===== src/rtl/pwm_op_pkg.sv =====
// Package: shared types for the dual-output PWM compare operator.
// Assumes: two outputs per operator; the load-point encoding is fixed.
package pwm_op_pkg;

    localparam int unsigned NUM_OUT = 2;

    typedef enum logic [1:0] {
        UPD_NOW  = 2'b00,
        UPD_ZERO = 2'b01,
        UPD_PEAK = 2'b10,
        UPD_BOTH = 2'b11
    } upd_sel_e;

endpackage


===== src/rtl/pwm_ts_shadow.sv =====
// Module: shadow and active threshold pair for one output.
// What it does: captures writes into a shadow register, then moves the shadow
//   into the active register at the load point chosen by upd_sel. In UPD_NOW
//   mode a write goes into both registers at the same edge.
// Assumes: at_zero / at_peak are single-cycle strobes from the time base.
module pwm_ts_shadow
    import pwm_op_pkg::*;
#(
    parameter int unsigned CW = 16
) (
    input  logic          clk,
    input  logic          rst_n,
    input  upd_sel_e      upd_sel,
    input  logic          at_zero,
    input  logic          at_peak,
    input  logic          wr_en,
    input  logic [CW-1:0] wr_data,
    output logic [CW-1:0] act_ts
);

    logic [CW-1:0] shadow_q;
    logic          load_evt;

    // Decide whether this cycle is a load point for the shadow value.
    always_comb begin
        unique case (upd_sel)
            UPD_ZERO: load_evt = at_zero;
            UPD_PEAK: load_evt = at_peak;
            UPD_BOTH: load_evt = at_zero | at_peak;
            default:  load_evt = 1'b0;
        endcase
    end

    // Capture software writes into the shadow register.
    always_ff @(posedge clk) begin
        if (!rst_n)     shadow_q <= '0;
        else if (wr_en) shadow_q <= wr_data;
    end

    // Update the active threshold: direct write, or shadow copy at a load point.
    always_ff @(posedge clk) begin
        if (!rst_n)                           act_ts <= '0;
        else if (upd_sel == UPD_NOW && wr_en) act_ts <= wr_data;
        else if (load_evt)                    act_ts <= shadow_q;
    end

endmodule


===== src/rtl/pwm_cmp_stage.sv =====
// Module: registered threshold comparator for one output.
// What it does: cmp_q is high one cycle after the count is below the threshold.
// Assumes: count and threshold are unsigned and of the same width.
module pwm_cmp_stage #(
    parameter int unsigned CW = 16
) (
    input  logic          clk,
    input  logic          rst_n,
    input  logic [CW-1:0] cnt,
    input  logic [CW-1:0] thr,
    output logic          cmp_q
);

    // Register the below-threshold result.
    always_ff @(posedge clk) begin
        if (!rst_n) cmp_q <= 1'b0;
        else        cmp_q <= (cnt < thr);
    end

endmodule


===== src/rtl/pwm_out_stage.sv =====
// Module: polarity and force stage for one output.
// What it does: inverts the compare result if asked, then lets the force win.
// Assumes: the force controls are static or change slowly; the path is combinational.
module pwm_out_stage (
    input  logic cmp,
    input  logic inv,
    input  logic frc_en,
    input  logic frc_lvl,
    output logic pin
);

    logic pol;

    // Polarity first, then the software force on top.
    always_comb begin
        pol = cmp ^ inv;
        pin = frc_en ? frc_lvl : pol;
    end

endmodule


===== src/rtl/pwm_dual_operator.sv =====
// Module: dual-output PWM compare operator (top).
// What it does: builds one threshold/compare/output chain per output from a
//   shared time-base count and shared write data.
// Assumes: the time base drives cnt_val, cnt_zero and cnt_peak in the same clock domain.
module pwm_dual_operator
    import pwm_op_pkg::*;
#(
    parameter int unsigned CW = 16
) (
    input  logic          clk,
    input  logic          rst_n,
    input  logic [CW-1:0] cnt_val,
    input  logic          cnt_zero,
    input  logic          cnt_peak,
    input  logic [1:0]    upd_sel,
    input  logic [CW-1:0] ts_wdata,
    input  logic [1:0]    ts_wr,
    input  logic [1:0]    out_inv,
    input  logic [1:0]    ovr_en,
    input  logic [1:0]    ovr_lvl,
    output logic          pin_a,
    output logic          pin_b
);

    localparam int unsigned NCH = NUM_OUT;

    upd_sel_e      upd_e;
    logic [CW-1:0] act_ts [NCH];
    logic [NCH-1:0] cmp_w;
    logic [NCH-1:0] pin_w;

    // Turn the raw load-point field into the enum type.
    always_comb upd_e = upd_sel_e'(upd_sel);

    for (genvar ch = 0; ch < NCH; ch++) begin : g_ch
        pwm_ts_shadow #(.CW(CW)) u_ts (
            .clk     (clk),
            .rst_n   (rst_n),
            .upd_sel (upd_e),
            .at_zero (cnt_zero),
            .at_peak (cnt_peak),
            .wr_en   (ts_wr[ch]),
            .wr_data (ts_wdata),
            .act_ts  (act_ts[ch])
        );

        pwm_cmp_stage #(.CW(CW)) u_cmp (
            .clk   (clk),
            .rst_n (rst_n),
            .cnt   (cnt_val),
            .thr   (act_ts[ch]),
            .cmp_q (cmp_w[ch])
        );

        pwm_out_stage u_out (
            .cmp     (cmp_w[ch]),
            .inv     (out_inv[ch]),
            .frc_en  (ovr_en[ch]),
            .frc_lvl (ovr_lvl[ch]),
            .pin     (pin_w[ch])
        );
    end

    // Bring the per-output levels to the named pins.
    always_comb begin
        pin_a = pin_w[0];
        pin_b = pin_w[1];
    end

endmodule


===== config.mk =====
export PLATFORM = sky130hd
export DESIGN_NAME = pwm_dual_operator
export DESIGN_NICKNAME = d
export VERILOG_FILES = /design/src/rtl/pwm_op_pkg.sv /design/src/rtl/pwm_ts_shadow.sv /design/src/rtl/pwm_cmp_stage.sv /design/src/rtl/pwm_out_stage.sv /design/src/rtl/pwm_dual_operator.sv
export SDC_FILE = /design/constraint.sdc
export NUM_CORES = 1
export LEC_CHECK = 0
export BUFFER_PORTS_ARGS = -buffer_cell sky130_fd_sc_hd__buf_4
export CAP_MARGIN = 20
export CORE_UTILIZATION = 35
export DETAILED_ROUTE_END_ITERATION = 7
export PLACE_DENSITY_LB_ADDON = 0.1
export SYNTH_ARGS = -nofsm -noshare
export SYNTH_HDL_FRONTEND = slang
export SYNTH_HIERARCHICAL = 1
export SYNTH_SLANG_ARGS = --single-unit

===== constraint.sdc =====
create_clock -name clk -period 4.2 [get_ports clk]
set_clock_uncertainty 0.1 [all_clocks]
set_input_delay 0.42 -clock clk [delete_from_list [all_inputs] [get_ports clk]]
set_output_delay 0.42 -clock clk [all_outputs]
set_load 0.05 [all_outputs]

==> results.cfg, run 1 <==
[grt]
antenna_found_initial = 0
grt_usage_pct = 17.0
grt_pass1_vias = 2598
grt_max_degree = 67
overflow = 0
grt_pass1_wl_um = 13700

[timing]
period_share_pct = 43.8
slew_headroom_pct = 55.5
slew_viol_final = 0
fin_tns_setup_ns = 0
fin_crit_ns = 1.84
finalSetupViolCount = 0
rsz0062_at_grt = no
worst_pin_slew_ns = 0.667
hold_viol = 0
max_freq_ghz = 0.543

[detailed_routing]
wl_per_cell_um = 14.4
viasPerCell = 4.89
ant_nets = 0
first_pass_iters = 4
wirelength_um = 8340
vias = 2819
drt_iter0_drc = 103
route.detailed.drc = 0

[synthesis]
synth_nets = 482
ys_ff_latch = 66
synthCells = 406
ys_types = 32
synth_area_um2 = 3600
syn_avg_cell_area_um2 = 8.88
yosysSeqAreaShare_pct = 36.7
synth_warnings = 6

[power]
leakage_nw = 1.71
seqPwrFrac_pct = 48.9
power_density_nw_per_um2 = 346
comb_power_share_pct = 19.3
p_switching_mw = 0.411
p_int_mw = 1.03
pwr-share-clk_pct = 31.9
p_sw_share_pct = 28.5
ir_drop_uv = 102

[floorplanning]
num_rows = 36
die_y_um = 103
io_pins = 48
fp.dieW_um = 103
core_um2 = 9860
die-area_um2 = 10700
start_util_pct = 36.5

[clock_tree]
cts_buffers = 9
post_cts_resized = 0
clock-sinks = 66
tritoncts = built
clk_latency_ns = 0.33
cts_hold_buf = 0
cts_max_path_buffers = 2
htreeDepth = 3
root_buffer = clkbuf_8
postCtsSetupBuffers = 0
clk_pin_slew_ns = 0.07

[placed_design]
numPortBuffers = 47
dp_hpwl_um = 6080
place_inst = 560
place.gp.congestion = 0.744

[finish]
area_growth_pct = 15.4
drive_gt1_share_pct = 16.4
fillers = 1020
most-common-layout-cells = nand2_1 (73), dfxtp_1 (66), buf_4 (48), nor2b_1 (34), o31ai_1 (33)
layout_commonest_cell = nand2_1
layout.nets = 515
fin_cells = 577
antenna_cells = 0

[run]
maxCapViolCount = 0

[setup_path]
path_class = flip-flop to flip-flop
start_kind = flip-flop
critPathCaptureType = flip-flop
rrSetupSlack_ns = 2.36
worstPathArrival_ns = 1.97
worstPathRequired_ns = 4.33
critical_path.max_fanout = 3

[min_path]
holdCritPathClass = primary input to flip-flop

[run_status]
outcome = finished, final reports clean
state kept, by name, indices dropped and copies added (netlist names):
name                cells
g_ch.u_ts/act_ts       32
g_ch.u_ts/shadow_q     32
g_ch.u_cmp/cmp_q        2
routing by layer:
layer / up-vias / global-route usage [%] / part of all wire, %
met5: - / 0 / 0
met4: 0 / 6.93 / 0.89
met3: 5 / 2.35 / 3.1
met2: 53 / 23.2 / 40
met1: 1272 / 26.2 / 56
li1: 1489 / - / -
cell type report:
| type | count | area, µm² | area share, % |
|---|---|---|---|
| flip-flops and latches | 66 | 1320 | 31.8 |
| multi-input cells | 281 | 2000 | 48.1 |
| clock inverters | 3 | 15.0 | 0.361 |
| clock buffers | 13 | 149 | 3.58 |
| inverters | 31 | 116 | 2.80 |
| well taps | 133 | 166 | 4.00 |
| repair buffers | 50 | 390 | 9.39 |
path summary, 6_finish.rpt:
check / cells past startpoint / to / from
min: 3 / g_ch[1].u_ts/act_ts[8] / ts_wdata[8]
max reg2reg: 6 / g_ch[1].u_cmp/cmp_q / g_ch[1].u_ts/act_ts[7]
min reg2reg: 2 / g_ch[1].u_ts/act_ts[14] / g_ch[1].u_ts/shadow_q[14]
max: 6 / g_ch[1].u_cmp/cmp_q / g_ch[1].u_ts/act_ts[7]
synth_stat cells:
library cell | number | area [µm²]
o21a_1 | 2 | 15.0
dfxtp_1 | 66 | 1320
buf_2 | 10 | 50.1
clkbuf_1 | 10 | 37.5
a2111oi_2 | 2 | 30.0
nand2b_2 | 2 | 17.5
o21ai_1 | 3 | 15.0
xnor2_1 | 2 | 17.5
ha_1 | 30 | 375
nand4_1 | 3 | 18.8
a22o_1 | 2 | 17.5
nor2b_1 | 34 | 213
inv_1 | 31 | 116
and4_1 | 2 | 17.5
o2111a_1 | 1 | 11.3
o31ai_1 | 33 | 248
nand2_1 | 73 | 274
or4_1 | 1 | 7.51
nor3b_2 | 2 | 25.0
mux2i_1 | 32 | 320
or3_4 | 1 | 11.3
or2b_2 | 1 | 8.76
nand2b_1 | 1 | 6.26
o22ai_1 | 1 | 6.26
o21ai_0 | 5 | 25.0
nor4_2 | 1 | 12.5
a21oi_1 | 11 | 55.1
a31oi_1 | 32 | 200
or3b_1 | 2 | 17.5
a2111oi_0 | 1 | 8.76
nand2b_4 | 1 | 13.8
buf_6 | 8 | 90.1
worst max-delay path, stage by stage (launching register included):
cell and delay, ns:
dfxtp_1 0.38, inv_1 0.06, ha_1 0.31, and4_1 0.22, o21ai_1 0.06, or4_1 0.47, o2111a_1 0.13
kinds of logic (layout without fill, tap and decap cells):
logic type                 after synthesis  in the layout  synth area share, %
and+or+nand+nor                        124            124                 17.8
DFF                                     66             66                 36.7
AOI/OAI and AO/OA                       93             93                 17.5
xor gates and xnor gates                 2              2                0.486
adders and majority gates               30             30                 10.4
buffers and inverters                   59             97                 8.16
muxes                                   32             32                 8.89
metrics by stage:
step / util (%) / cell area [µm²] / hold WS (ns) / worst slack, ns / power (mW)
2_1_floorplan: - / 3600 / 0.347 / 2.44 / 0.903
3_3_place_gp: 40.2 / 3970 / 0.357 / 1.93 / 0.991
3_5_place_dp: 40.3 / 3980 / 0.364 / 1.94 / 0.996
4_1_cts: 42.0 / 4140 / 0.266 / 2.29 / 1.45
5_1_grt: 42.2 / 4160 / 0.282 / 2.23 / 1.53
6_report: 42.2 / 4160 / 0.278 / 2.36 / 1.44
power groups by stage:
stage	clock (mW)	combinational (mW)	sequential (mW)
2_1_floorplan	0	0.198	0.705
3_3_place_gp	0	0.274	0.718
3_5_place_dp	0	0.279	0.717
4_1_cts	0.470	0.280	0.704
5_1_grt	0.499	0.318	0.709
6_report	0.459	0.277	0.704
Note: power is estimated with default switching activity, not from simulation.
==> inputs of run 2 (changes only) <==
--- a/config.mk
+++ b/config.mk
@@ -5,6 +5,7 @@
 export SDC_FILE = /design/constraint.sdc
 export NUM_CORES = 1
 export LEC_CHECK = 0
+export ABC_AREA = 1
 export BUFFER_PORTS_ARGS = -buffer_cell sky130_fd_sc_hd__buf_4
 export CAP_MARGIN = 20
 export CORE_UTILIZATION = 35
==> constraint.sdc (replaced) <==
create_clock -name clk -period 1.51 [get_ports clk]
set_clock_uncertainty 0.1 [all_clocks]
set_input_delay 0.151 -clock clk [delete_from_list [all_inputs] [get_ports clk]]
set_output_delay 0.151 -clock clk [all_outputs]
set_load 0.05 [all_outputs]
==> run 2 against run 1 <==
The run now ends with DRC left. Register-to-register slack got worse by 2.2 ns. Critical path depth increased by 1. Synthesized cell count grew 51%. Wire length increased by 17%. Cell count up 40%. Largest cell class unchanged.
==> results.cfg, run 2 <==
[setup_path]
path_class = flip-flop to flip-flop
worstPathArrival_ns = 1.50
critical_path.max_fanout = 3
start_kind = flip-flop
critPathCaptureType = flip-flop
worstPathRequired_ns = 1.66

[detailed_routing]
first_pass_iters = 8
vias = 3676
viasPerCell = 4.56
wirelength_um = 9740
route.detailed.drc = 4
wl_per_cell_um = 12.1
drt_iter0_drc = 160
ant_nets = 0

[clock_tree]
cts_max_path_buffers = 2
tritoncts = built
htreeDepth = 3
postCtsSetupBuffers = 0
clk_pin_slew_ns = 0.05
root_buffer = clkbuf_16
clk_latency_ns = 0.32
clock-sinks = 66
cts_buffers = 9

[run_status]
violations = DRC
outcome = finished, violations left

[floorplanning]
num_rows = 38
core_um2 = 11100
start_util_pct = 36.7
io_pins = 48
die-area_um2 = 12000
die_y_um = 110
fp.dieW_um = 110

[power]
ir_drop_uv = 437
p_switching_mw = 1.39
p_int_mw = 3.62
p_sw_share_pct = 27.7
leakage_nw = 2.47
pwr-share-clk_pct = 40.3
power_density_nw_per_um2 = 1020
comb_power_share_pct = 20.6
seqPwrFrac_pct = 39.1

[synthesis]
yosysMostFrequentCell = nand2_1
ys_ff_latch = 66
synth_nets = 688
yosysTopAreaCellShare_pct = 32.5
synth_area_um2 = 4060
synthCells = 612
ys_types = 25
synth_warnings = 6
yosysSeqAreaShare_pct = 32.5
synth_area_leaders = dfxtp_1 (33%), nand2_1 (13%), nor2_1 (12%)
netlist.top_cell.by_area = dfxtp_1
async_reset_ff_share_pct = 0
synthFlopType = dfxtp_1
synthTopCellsByCount = nand2_1 (141), nor2_1 (131), inv_1 (81)
syn_avg_cell_area_um2 = 6.64
synth-edff-count = 0

[finish]
multiInputGateArea_um2 = 2230
area_growth_pct = 20.4
layout_commonest_cell = nand2_1
largestRegisters = g_ch.u_ts/act_ts (32), g_ch.u_ts/shadow_q (32), g_ch.u_cmp/cmp_q (2)
ff_latch_area_um2 = 1320
drive_gt1_share_pct = 15.1
fillers = 1200
most-common-layout-cells = nand2_1 (141), nor2_1 (131), inv_1 (81), dfxtp_1 (66), buf_4 (53)
antenna_cells = 0
layout.nets = 739
fin_cells = 807

[grt]
grt_max_degree = 35
grt_pass1_vias = 3373
overflow = 0
grt_pass1_wl_um = 16300
grt_usage_pct = 17.6
antenna_found_initial = 0

[timing]
rsz0062_at_grt = no
holdWs_ns = 0.0103
finalSetupViolCount = 0
fin_tns_setup_ns = 0
max_freq_ghz = 0.738
slew_headroom_pct = 64.4
period_share_pct = 89.7
worst_pin_slew_ns = 0.533
slew_viol_final = 0
fin_crit_ns = 1.35
hold_viol = 0

[placed_design]
numPortBuffers = 47
place_inst = 779
dp_hpwl_um = 7250
place.gp.congestion = 0.762

[run]
maxCapViolCount = 0

[min_path]
holdCritPathClass = primary input to flip-flop
-- run 2: cell types whose count changed after synthesis, moves of 29 or more --
cell	delta
a31oi_1	-30
inv_1	+50
mux2i_1	-32
nand2_1	+68
nand3_1	+46
nor2_1	+131
nor2b_1	-34
o21ai_0	+29
o31ai_1	-33
-- run 2: metal layers --
metal | share of wire (%) | track usage (%)
met3 | 3.1 | 2.55
met4 | 0.59 | 5.24
met5 | 0 | 0
met2 | 43 | 26.9
met1 | 54 | 25.4
-- run 2: stage by stage --
step | area, µm² | worst slack (ns) | power (mW) | utilization [%]
after floorplan | 4060 | 0.310 | 2.70 | -
after global placement | 4470 | 0.169 | 2.98 | 40.4
after detailed placement | 4470 | 0.158 | 3.01 | 40.4
after CTS | 4890 | 0.148 | 5.07 | 44.1
after global routing | 4890 | 0.0300 | 5.32 | 44.1
final | 4890 | 0.156 | 5.01 | 44.1
-- run 2: what timing repair did --
item / in CTS / in global routing
endpoints found under the hold margin: 19 / 0
resized for setup: 0 / 0
hold buffers: 13 / 0
-- run 2: power groups by stage --
| stage | clock, mW | combinational, mW | sequential, mW |
|---|---|---|---|
| 6_report | 2.02 | 1.03 | 1.96 |
| 5_1_grt | 2.15 | 1.20 | 1.98 |
| 4_1_cts | 2.07 | 1.05 | 1.96 |
| 3_5_place_dp | 0 | 1.02 | 2.00 |
| 3_3_place_gp | 0 | 0.990 | 1.99 |
| 2_1_floorplan | 0 | 0.724 | 1.97 |
-- run 2: logic make-up after synthesis --
kind of cell	Yosys count	synth area share [%]
and+or+nand+nor	355	39.2
AOI/OAI and AO/OA	50	6.41
adders and majority gates	30	9.24
DFF	66	32.5
buffers and inverters	111	12.7
-- run 2: cell type report --
type,instances,area share [%]
tap,140,3.58
sequential,66,27.0
inverter,83,6.37
timing repair buffer,68,11.6
multi-input combinational,435,45.5
clock buffer,12,5.04
clock inverter,3,0.819
-- run 2: final timing paths --
kind                       startpoint                         to  slack (ns)  cells after the start
max           g_ch[0].u_ts/act_ts[15]        g_ch[0].u_cmp/cmp_q        0.16                      7
min                      ts_wdata[15]  g_ch[0].u_ts/shadow_q[15]        0.01                      3
max reg2reg   g_ch[0].u_ts/act_ts[15]        g_ch[0].u_cmp/cmp_q        0.16                      7
min reg2reg  g_ch[0].u_ts/shadow_q[2]   g_ch[0].u_ts/shadow_q[2]        0.39                      2
-- run 2: critical path, stage by stage (launching register included) --
cell and delay [ns]:
dfxtp_1 0.36, inv_1 0.06, ha_1 0.30, nand2_1 0.08, nand3b_1 0.07, a31oi_1 0.16, nand2_1 0.06, a21oi_1 0.10
==> inputs of run 3 (changes only) <==
--- a/config.mk
+++ b/config.mk
@@ -5,7 +5,6 @@
 export SDC_FILE = /design/constraint.sdc
 export NUM_CORES = 1
 export LEC_CHECK = 0
-export ABC_AREA = 1
 export BUFFER_PORTS_ARGS = -buffer_cell sky130_fd_sc_hd__buf_4
 export CAP_MARGIN = 20
 export CORE_UTILIZATION = 35
==> run 3 against run 2 <==
First-iteration DRC count decreased by 3.8%. Wire length about the same. Flip-flop and latch count unchanged. Die area decreased by 11%. Final area decreased by 3.0%. Power decreased by 7.6%. Critical path depth decreased by 1. Highest routed layer unchanged. The run ends with setup timing left.
==> results.cfg, run 3 (synthesis gave the netlist of run 1 again) <==
[timing]
fin_crit_ns = 1.70
hold_viol = 0
finalSetupViolCount = 2
period_share_pct = 113
slew_headroom_pct = 68.3
worst_pin_slew_ns = 0.475
rsz0062_at_grt = yes
fin_ws_ns = -0.193
slew_viol_final = 0
max_freq_ghz = 0.587

[detailed_routing]
wirelength_um = 9750
drt_iter0_drc = 154
route.detailed.drc = 0
wl_per_cell_um = 15.7
viasPerCell = 5.05
vias = 3129
first_pass_iters = 4
ant_nets = 0

[power]
power_density_nw_per_um2 = 976
p_sw_share_pct = 27.9
p_switching_mw = 1.29
p_int_mw = 3.34
comb_power_share_pct = 21.3
pwr-share-clk_pct = 36.5
ir_drop_uv = 534
seqPwrFrac_pct = 42.1
total_power_mw = 4.63
leakage_nw = 1.96

[floorplanning]
die_y_um = 103
num_rows = 36
core_um2 = 9860
fp.dieW_um = 103
start_util_pct = 36.5
io_pins = 48
die-area_um2 = 10700

[clock_tree]
cts_max_path_buffers = 2
clock-sinks = 66
root_buffer = clkbuf_8
cts_buffers = 9
tritoncts = built
htreeDepth = 3
clk_latency_ns = 0.34
clk_pin_slew_ns = 0.08

[finish]
layout_commonest_cell = nand2_1
layout.nets = 558
largestRegisters = g_ch.u_ts/act_ts (32), g_ch.u_ts/shadow_q (32), g_ch.u_cmp/cmp_q (2)
area_growth_pct = 31.6
antenna_cells = 0
final_core_utilization_pct = 48.1
drive_gt1_share_pct = 26.3
fillers = 954
most-common-layout-cells = nand2_1 (73), buf_4 (72), dfxtp_1 (55), nor2b_1 (34), o31ai_1 (33)

[placed_design]
dp_hpwl_um = 6920
place.gp.congestion = 0.746
numPortBuffers = 47

[setup_path]
worstPathRequired_ns = 1.65
rrSetupSlack_ns = -0.19
r2r_start = g_ch[1].u_ts/act_ts[7]
critical_path.max_fanout = 2
critPathCaptureType = flip-flop
path_class = flip-flop to flip-flop
worstPathArrival_ns = 1.84
r2r_cells = 6
r2r_end = g_ch[1].u_cmp/cmp_q
start_kind = flip-flop

[grt]
grt_pass1_vias = 2976
antenna_found_initial = 0
grt_usage_pct = 19.6
grt_pass1_wl_um = 15700
overflow = 0
grt_max_degree = 37

[run]
maxCapViolCount = 0

[run_status]
outcome = finished, violations left
violations = setup timing

[min_path]
holdCritStartpoint = rst_n
holdCritPathClass = primary input to flip-flop
hold_end = g_ch[0].u_ts/act_ts[14]
holdPathStages = 3
run 3: cell types whose count changed in the layout (fill, tap and decap cells not counted), sizes merged, moves of 30 or more:
| cell | delta |
|---|---|
| nor2b | +34 |
| a31oi | +30 |
| nand3 | -66 |
| inv | -52 |
| nand2 | -72 |
| nor2 | -137 |
| o31ai | +33 |
| mux2i | +32 |
run 3: cell type report:
class                           count  area (µm²)  area share [%]
Sequential cell                    66        1340            28.2
Multi-Input combinational cell    281        2100            44.4
Inverter                           31         116            2.45
Clock buffer                       11         141            2.98
Timing Repair Buffer               93         801            16.9
Clock inverter                      5        77.6            1.64
Tap cell                          133         166            3.51
run 3: what timing repair did:
item                                    CTS  global route
hold buffers                             16             0
endpoints found under the hold margin    44             0
endpoints found under the setup margin    2             2
setup buffers                             1             0
gates cloned                              0             0
pin swaps                                 2             4
resized for setup                        15             7
run 3: worst max path at each step:
| stage | from | end | slack [ns] | depth (start not counted) |
|---|---|---|---|---|
| final | g_ch[1].u_ts/act_ts[7] | g_ch[1].u_cmp/cmp_q | -0.19 | 6 |
| after CTS | g_ch[1].u_ts/act_ts[5] | g_ch[1].u_cmp/cmp_q | -0.19 | 6 |
| after floorplan | g_ch[1].u_ts/act_ts[7] | g_ch[1].u_cmp/cmp_q | -0.09 | 6 |
| after global placement | g_ch[1].u_ts/act_ts[11] | g_ch[1].u_cmp/cmp_q | -0.18 | 6 |
| after detailed placement | g_ch[1].u_ts/act_ts[6] | g_ch[1].u_cmp/cmp_q | -0.18 | 6 |
| after global routing | g_ch[1].u_ts/act_ts[11] | g_ch[1].u_cmp/cmp_q | -0.23 | 6 |
run 3: stage by stage:
step | cells | hold WS (ns) | cell area [µm²] | TNS [ns] | setup slack, ns
floorplan | 406 | 0.180 | 3630 | -0.134 | -0.0878
global placement | 587 | 0.344 | 4270 | -0.341 | -0.180
detailed placement | 587 | 0.350 | 4270 | -0.367 | -0.185
CTS | 620 | 0.0471 | 4700 | -0.315 | -0.190
global route | 620 | 0.0613 | 4740 | -0.447 | -0.234
finish | 620 | 0.0550 | 4740 | -0.321 | -0.193
run 3: per-layer routing:
metal	vias to the layer above	track usage [%]	share of wire [%]
met4	0	5.20	0.93
met3	8	3.76	4.2
met5	-	0	0
met1	1481	29.0	53
met2	59	29.0	42
li1	1581	-	-
run 3: critical path, stage by stage (launching register included):
cell      delay, ns
dfxtp_2        0.34
inv_2          0.04
ha_4           0.25
and4_1         0.21
o21ai_1        0.07
or4_1          0.46
o2111a_1       0.13
run 3: power groups by stage:
| stage | sequential, mW | clock (mW) | combinational [mW] |
|---|---|---|---|
| floorplan | 1.96 | 0 | 0.560 |
| global placement | 1.98 | 0 | 0.912 |
| detailed placement | 1.98 | 0 | 0.921 |
| CTS | 1.95 | 1.73 | 0.973 |
| global route | 1.96 | 1.80 | 1.10 |
| finish | 1.95 | 1.69 | 0.987 |
